**src/rtl/irq_grpmod_pkg.sv**
```systemverilog
package irq_grpmod_pkg;

  typedef enum logic [1:0] {
    GRP_G0_SEC  = 2'b00,
    GRP_G1_NSEC = 2'b01,
    GRP_G1_SEC  = 2'b10
  } grp_e;

  // {modifier, status} -> legal group; the reserved pair folds to non-secure group 1
  function automatic grp_e grp_decode(input logic mod_b, input logic stat_b);
    case ({mod_b, stat_b})
      2'b00:   return GRP_G0_SEC;
      2'b10:   return GRP_G1_SEC;
      default: return GRP_G1_NSEC;
    endcase
  endfunction

endpackage

```
**src/rtl/irq_grpmod_addr_dec.sv**
```systemverilog
module irq_grpmod_addr_dec #(
  parameter int unsigned          ADDR_W    = 12,
  parameter int unsigned          NUM_REGS  = 2,
  parameter int unsigned          FIRST_IDX = 1,
  parameter logic [ADDR_W-1:0]    BASE      = 12'hD00
) (
  input  logic [ADDR_W-1:0]   addr_i,
  output logic [NUM_REGS-1:0] sel_o,
  output logic                hit_o
);

  for (genvar r = 0; r < NUM_REGS; r++) begin : g_cmp
    localparam logic [ADDR_W-1:0] OFFS = BASE + ADDR_W'(4 * (FIRST_IDX + r));
    assign sel_o[r] = (addr_i == OFFS);
  end

  assign hit_o = |sel_o;

endmodule

```
**src/rtl/irq_grpmod_bitbank.sv**
```systemverilog
module irq_grpmod_bitbank #(
  parameter int unsigned NUM_REGS = 2,
  parameter int unsigned REG_W    = 32,
  localparam int unsigned TOT_W   = NUM_REGS * REG_W
) (
  input  logic                clk_i,
  input  logic                rst_ni,
  input  logic                wr_en_i,
  input  logic [NUM_REGS-1:0] wr_sel_i,
  input  logic [REG_W-1:0]    wdata_i,
  input  logic [TOT_W-1:0]    wmask_i,
  output logic [TOT_W-1:0]    q_o
);

  for (genvar r = 0; r < NUM_REGS; r++) begin : g_reg
    logic [REG_W-1:0] m;
    assign m = wmask_i[r*REG_W +: REG_W];
    always_ff @(posedge clk_i or negedge rst_ni) begin
      if (!rst_ni)                   q_o[r*REG_W +: REG_W] <= '0;
      else if (wr_en_i && wr_sel_i[r])
        q_o[r*REG_W +: REG_W] <= (q_o[r*REG_W +: REG_W] & ~m) | (wdata_i & m);
    end
  end

  // masked bits never change on a write
  assert_masked_hold_R7: assert property (@(posedge clk_i) disable iff (!rst_ni)
    wr_en_i |=> ((q_o ^ $past(q_o)) & ~$past(wmask_i)) == '0);

  // without a write strobe nothing moves
  assert_idle_hold_R11: assert property (@(posedge clk_i) disable iff (!rst_ni)
    !wr_en_i |=> $stable(q_o));

  always @(posedge clk_i)
    if (!rst_ni) assert_reset_clear_R10: assert (q_o == '0);

endmodule

```
**src/rtl/irq_grpmod_classify.sv**
```systemverilog
module irq_grpmod_classify
  import irq_grpmod_pkg::*;
#(
  parameter int unsigned NUM_IRQ = 64
) (
  input  logic                 clk_i,
  input  logic                 rst_ni,
  input  logic [NUM_IRQ-1:0]   mod_i,
  input  logic [NUM_IRQ-1:0]   stat_i,
  output logic [2*NUM_IRQ-1:0] grp_o
);

  for (genvar k = 0; k < NUM_IRQ; k++) begin : g_irq
    assign grp_o[2*k +: 2] = grp_decode(mod_i[k], stat_i[k]);

    assert_no_reserved_R4: assert property (@(posedge clk_i) disable iff (!rst_ni)
      grp_o[2*k +: 2] != 2'b11);
  end

endmodule

```
**src/rtl/irq_grpmod_bank.sv**
```systemverilog
module irq_grpmod_bank
  import irq_grpmod_pkg::*;
#(
  parameter int unsigned       REG_W     = 32,
  parameter int unsigned       NUM_REGS  = 2,
  parameter int unsigned       FIRST_IDX = 1,
  parameter int unsigned       ADDR_W    = 12,
  parameter logic [ADDR_W-1:0] MOD_BASE  = 12'hD00,
  parameter logic [ADDR_W-1:0] STAT_BASE = 12'hC80,
  localparam int unsigned      NUM_IRQ   = REG_W * NUM_REGS
) (
  input  logic                 clk_i,
  input  logic                 rst_ni,
  input  logic                 req_valid_i,
  input  logic                 req_write_i,
  input  logic                 req_secure_i,
  input  logic [ADDR_W-1:0]    req_addr_i,
  input  logic [REG_W-1:0]     req_wdata_i,
  output logic [REG_W-1:0]     rd_data_o,
  input  logic                 sec_disable_i,
  input  logic                 route_en_i,
  input  logic [NUM_IRQ-1:0]   impl_mask_i,
  output logic [2*NUM_IRQ-1:0] grp_o
);

  logic [NUM_REGS-1:0] mod_sel, stat_sel;
  logic                mod_hit, stat_hit;
  logic                access_ok, wr_en, rd_en;
  logic [NUM_IRQ-1:0]  mod_mask, stat_mask, mod_q, stat_q, mod_eff, stat_eff;

  irq_grpmod_addr_dec #(
    .ADDR_W(ADDR_W), .NUM_REGS(NUM_REGS), .FIRST_IDX(FIRST_IDX), .BASE(MOD_BASE)
  ) u_mod_dec (
    .addr_i(req_addr_i), .sel_o(mod_sel), .hit_o(mod_hit)
  );

  irq_grpmod_addr_dec #(
    .ADDR_W(ADDR_W), .NUM_REGS(NUM_REGS), .FIRST_IDX(FIRST_IDX), .BASE(STAT_BASE)
  ) u_stat_dec (
    .addr_i(req_addr_i), .sel_o(stat_sel), .hit_o(stat_hit)
  );

  assign access_ok = sec_disable_i | req_secure_i;
  assign wr_en     = req_valid_i & req_write_i & access_ok;
  assign rd_en     = req_valid_i & ~req_write_i & access_ok;

  // modifier is reserved-zero when routing is off
  assign mod_mask  = impl_mask_i & {NUM_IRQ{route_en_i}};
  assign stat_mask = impl_mask_i;

  irq_grpmod_bitbank #(.NUM_REGS(NUM_REGS), .REG_W(REG_W)) u_mod_bank (
    .clk_i, .rst_ni,
    .wr_en_i (wr_en & mod_hit),
    .wr_sel_i(mod_sel),
    .wdata_i (req_wdata_i),
    .wmask_i (mod_mask),
    .q_o     (mod_q)
  );

  irq_grpmod_bitbank #(.NUM_REGS(NUM_REGS), .REG_W(REG_W)) u_stat_bank (
    .clk_i, .rst_ni,
    .wr_en_i (wr_en & stat_hit),
    .wr_sel_i(stat_sel),
    .wdata_i (req_wdata_i),
    .wmask_i (stat_mask),
    .q_o     (stat_q)
  );

  assign mod_eff  = mod_q & mod_mask;
  assign stat_eff = stat_q & stat_mask;

  always_comb begin
    rd_data_o = '0;
    if (rd_en) begin
      for (int r = 0; r < NUM_REGS; r++) begin
        if (mod_sel[r])  rd_data_o = rd_data_o | mod_eff[r*REG_W +: REG_W];
        if (stat_sel[r]) rd_data_o = rd_data_o | stat_eff[r*REG_W +: REG_W];
      end
    end
  end

  irq_grpmod_classify #(.NUM_IRQ(NUM_IRQ)) u_classify (
    .clk_i, .rst_ni,
    .mod_i (mod_eff),
    .stat_i(stat_eff),
    .grp_o (grp_o)
  );

  assert_ns_write_ignored_R5: assert property (@(posedge clk_i) disable iff (!rst_ni)
    (req_valid_i && req_write_i && !req_secure_i && !sec_disable_i)
      |=> $stable(mod_q) && $stable(stat_q));

  assert_ns_read_zero_R5: assert property (@(posedge clk_i) disable iff (!rst_ni)
    (req_valid_i && !req_write_i && !req_secure_i && !sec_disable_i) |-> rd_data_o == '0);

  assert_unmapped_write_R9: assert property (@(posedge clk_i) disable iff (!rst_ni)
    (req_valid_i && req_write_i && !mod_hit && !stat_hit)
      |=> $stable(mod_q) && $stable(stat_q));

  assert_unmapped_read_R9: assert property (@(posedge clk_i) disable iff (!rst_ni)
    (!mod_hit && !stat_hit) |-> rd_data_o == '0);

  assert_route_off_mod_R8: assert property (@(posedge clk_i) disable iff (!rst_ni)
    (req_valid_i && req_write_i && !route_en_i) |=> $stable(mod_q));

  assert_exclusive_decode_R1: assert property (@(posedge clk_i) disable iff (!rst_ni)
    $onehot0({mod_sel, stat_sel}));

endmodule

```
**config.mk**
```make
export PLATFORM = sky130hd
export DESIGN_NAME = irq_grpmod_bank
export DESIGN_NICKNAME = d
export VERILOG_FILES = /design/src/rtl/irq_grpmod_pkg.sv /design/src/rtl/irq_grpmod_addr_dec.sv /design/src/rtl/irq_grpmod_bitbank.sv /design/src/rtl/irq_grpmod_classify.sv /design/src/rtl/irq_grpmod_bank.sv
export SDC_FILE = /design/constraint.sdc
export NUM_CORES = 1
export LEC_CHECK = 0
export BUFFER_PORTS_ARGS = -buffer_cell sky130_fd_sc_hd__clkbuf_2
export CAP_MARGIN = 20
export CORE_MARGIN = 1.5
export CORE_UTILIZATION = 40
export CTS_CLUSTER_DIAMETER = 200
export DETAILED_ROUTE_END_ITERATION = 16
export PLACE_DENSITY = 0.74
export SLEW_MARGIN = 30
export SYNTH_ARGS = -nofsm -noshare
export SYNTH_HDL_FRONTEND = slang
export SYNTH_SLANG_ARGS = --single-unit
```
**constraint.sdc**
```tcl
create_clock -name clk_i -period 5.4 [get_ports clk_i]
set_clock_uncertainty 0.15 [all_clocks]
set_input_delay 1.08 -clock clk_i [delete_from_list [all_inputs] [get_ports clk_i]]
set_output_delay 1.08 -clock clk_i [all_outputs]
set_load 0.005 [all_outputs]
```
==> results.json <==
{
  "end_kind": "output pin",
  "firstDrtPassIters": 5,
  "crit_fanout": 12,
  "grtUsageTotal": 0.235,
  "hold_viol": 0,
  "p_leak_nw": 4.75,
  "dp_hpwl_um": 15700,
  "setup-violations-final": 0,
  "postSynthAreaPerCell_um2": 10.2,
  "post-cts-setup-buffers": 0,
  "postCtsResizedCells": 0,
  "drive_above_1_share": 0.426,
  "gp_congestion": 0.844,
  "syn_area_um2": 7510,
  "drtIter0Drc": 431,
  "fmax_mhz": 231,
  "clock_sinks": 128,
  "initial_core_util": 0.412,
  "hold_buffers": 0,
  "power.density_nw_per_um2": 241,
  "irDropWorstVdd_v": 0.000199,
  "p_total_w": 0.00235,
  "yosysWarnings": 0,
  "wl_um": 23100,
  "wl_per_cell_um": 18.7,
  "drv_slew": 0,
  "yosysSeqAreaShare": 0.427,
  "drc": 0,
  "min_period_ns": 4.32,
  "min_period_over_period": 0.800,
  "first_global_vias": 6880,
  "synth.distinct_cells": 25,
  "clk_pin_slew_ns": 0.06,
  "synth_nets": 851,
  "hp-class": "flop to flop",
  "core.rowCount": 49,
  "htreeDepth": 4,
  "grt_overflow": 0,
  "nets": 1110,
  "crit_type": "input pin to output pin",
  "worstPathArrival_ns": 3.09,
  "fin_cells": 1237,
  "critPathLaunchType": "input pin",
  "rsz0062_at_grt": "false",
  "placedCellCount": 1205,
  "root_buffer": "clkbuf_16",
  "ys_ff_latch": 128,
  "postSynthCellCount": 736,
  "ant_nets": 0,
  "die_area_um2": 19600,
  "grt_max_degree": 97,
  "vias_per_cell": 5.57,
  "layout_common_cells": "273 x clkbuf_2, 129 x nand2_1, 128 x dfrtp_1",
  "die_w_um": 140,
  "clock_latency_ns": 0.42,
  "cp.required_ns": 4.17,
  "tns_ns": 0,
  "die_y_um": 140,
  "io_pins": 275,
  "port_buffers": 274,
  "grt_pass1_wl_um": 36200,
  "drv_cap": 0,
  "cts_tree": "built",
  "cts.path.max_buffers": 2,
  "syn2layout_area_growth_pct": 29.6,
  "layout_commonest_cell": "clkbuf_2",
  "status": "finished, final reports clean",
  "cts_buffers": 17,
  "tightest_slew_ns": 0.787,
  "core_area_um2": 18200,
  "relSlewSlack": 0.475,
  "vias": 6887,
  "antenna_found_initial": 0,
  "antenna_cells": 0
}
## metrics by stage
| step | utilization | worst slack (ns) | hold WS [ns] | area, µm² |
|---|---|---|---|---|
| floorplan | - | 1.44 | 0.315 | 7510 |
| global placement | 0.498 | 1.07 | 0.324 | 9070 |
| detailed placement | 0.498 | 1.07 | 0.332 | 9070 |
| CTS | 0.534 | 1.06 | 0.346 | 9720 |
| global route | 0.534 | 1.01 | 0.357 | 9730 |
| finish | 0.534 | 1.08 | 0.342 | 9730 |
## synth_stat cells (all sizes together)
cell type / number / share of area
nand3: 64 / 0.043
and2: 64 / 0.053
nand3b: 1 / 0.0010
nand2: 129 / 0.064
nor3b: 64 / 0.064
nand4b: 1 / 0.0012
dfrtp: 128 / 0.43
clkbuf: 17 / 0.0085
mux2: 128 / 0.19
or4: 1 / 0.0015
buf: 30 / 0.026
o22ai: 32 / 0.027
or4b: 2 / 0.0027
nor4: 5 / 0.0095
nor4b: 2 / 0.0023
or2: 1 / 0.00083
o21ai: 1 / 0.00067
a22o: 64 / 0.075
nand2b: 1 / 0.00083
o211ai: 1 / 0.0010
## report_power, final
| group | internal, W | switching, W | total (W) |
|---|---|---|---|
| registers | 0.000960 | 0.000000452 | 0.000961 |
| logic | 0.0000461 | 0.0000883 | 0.000134 |
| clock network | 0.000814 | 0.000436 | 0.00125 |
## worst paths after layout
path,to,start,cells past startpoint,slack [ns]
worst min register to register,flop,flop,1,0.34
worst max-delay path,rd_data_o[31],req_addr_i[5],7,1.08
min in group asynchronous,asynchronous set/reset pin,rst_ni,1,0.60
worst max register to register,flop,flop,1,4.44
worst min-delay path,flop,flop,1,0.34
max in group asynchronous,asynchronous set/reset pin,rst_ni,2,3.54
## layer usage
layer / vias up / global-route usage / wire length (µm)
li1: 3203 / - / -
met1: 3401 / 0.297 / 9770
met2: 264 / 0.397 / 11500
met3: 19 / 0.0609 / 1590
met4: 0 / 0.0715 / 270
met5: - / 0 / 0
## cells by family after synthesis
group                  after synthesis  synth area share
AO/OA/AOI/OAI                       98             0.103
buffers and inverters               47            0.0342
flip-flops                         128             0.427
multiplexers                       128             0.192
AND/OR/NAND/NOR                    335             0.244
## final cells by class
class                           count  area (µm²)
Clock buffer                       21         470
Clock inverter                     11         178
Fill cell                        1648        8480
Multi-Input combinational cell    561        4100
Sequential cell                   128        3200
Tap cell                          229         287
Timing Repair Buffer              287        1490
## critical path, stage by stage
cell	delay (ns)
clkbuf_2	0.08
or4_4	0.60
or2_2	0.36
nor4_4	0.28
buf_4	0.27
a22o_1	0.27
clkbuf_2	0.14
No activity file was read; power rests on OpenSTA's default activity.
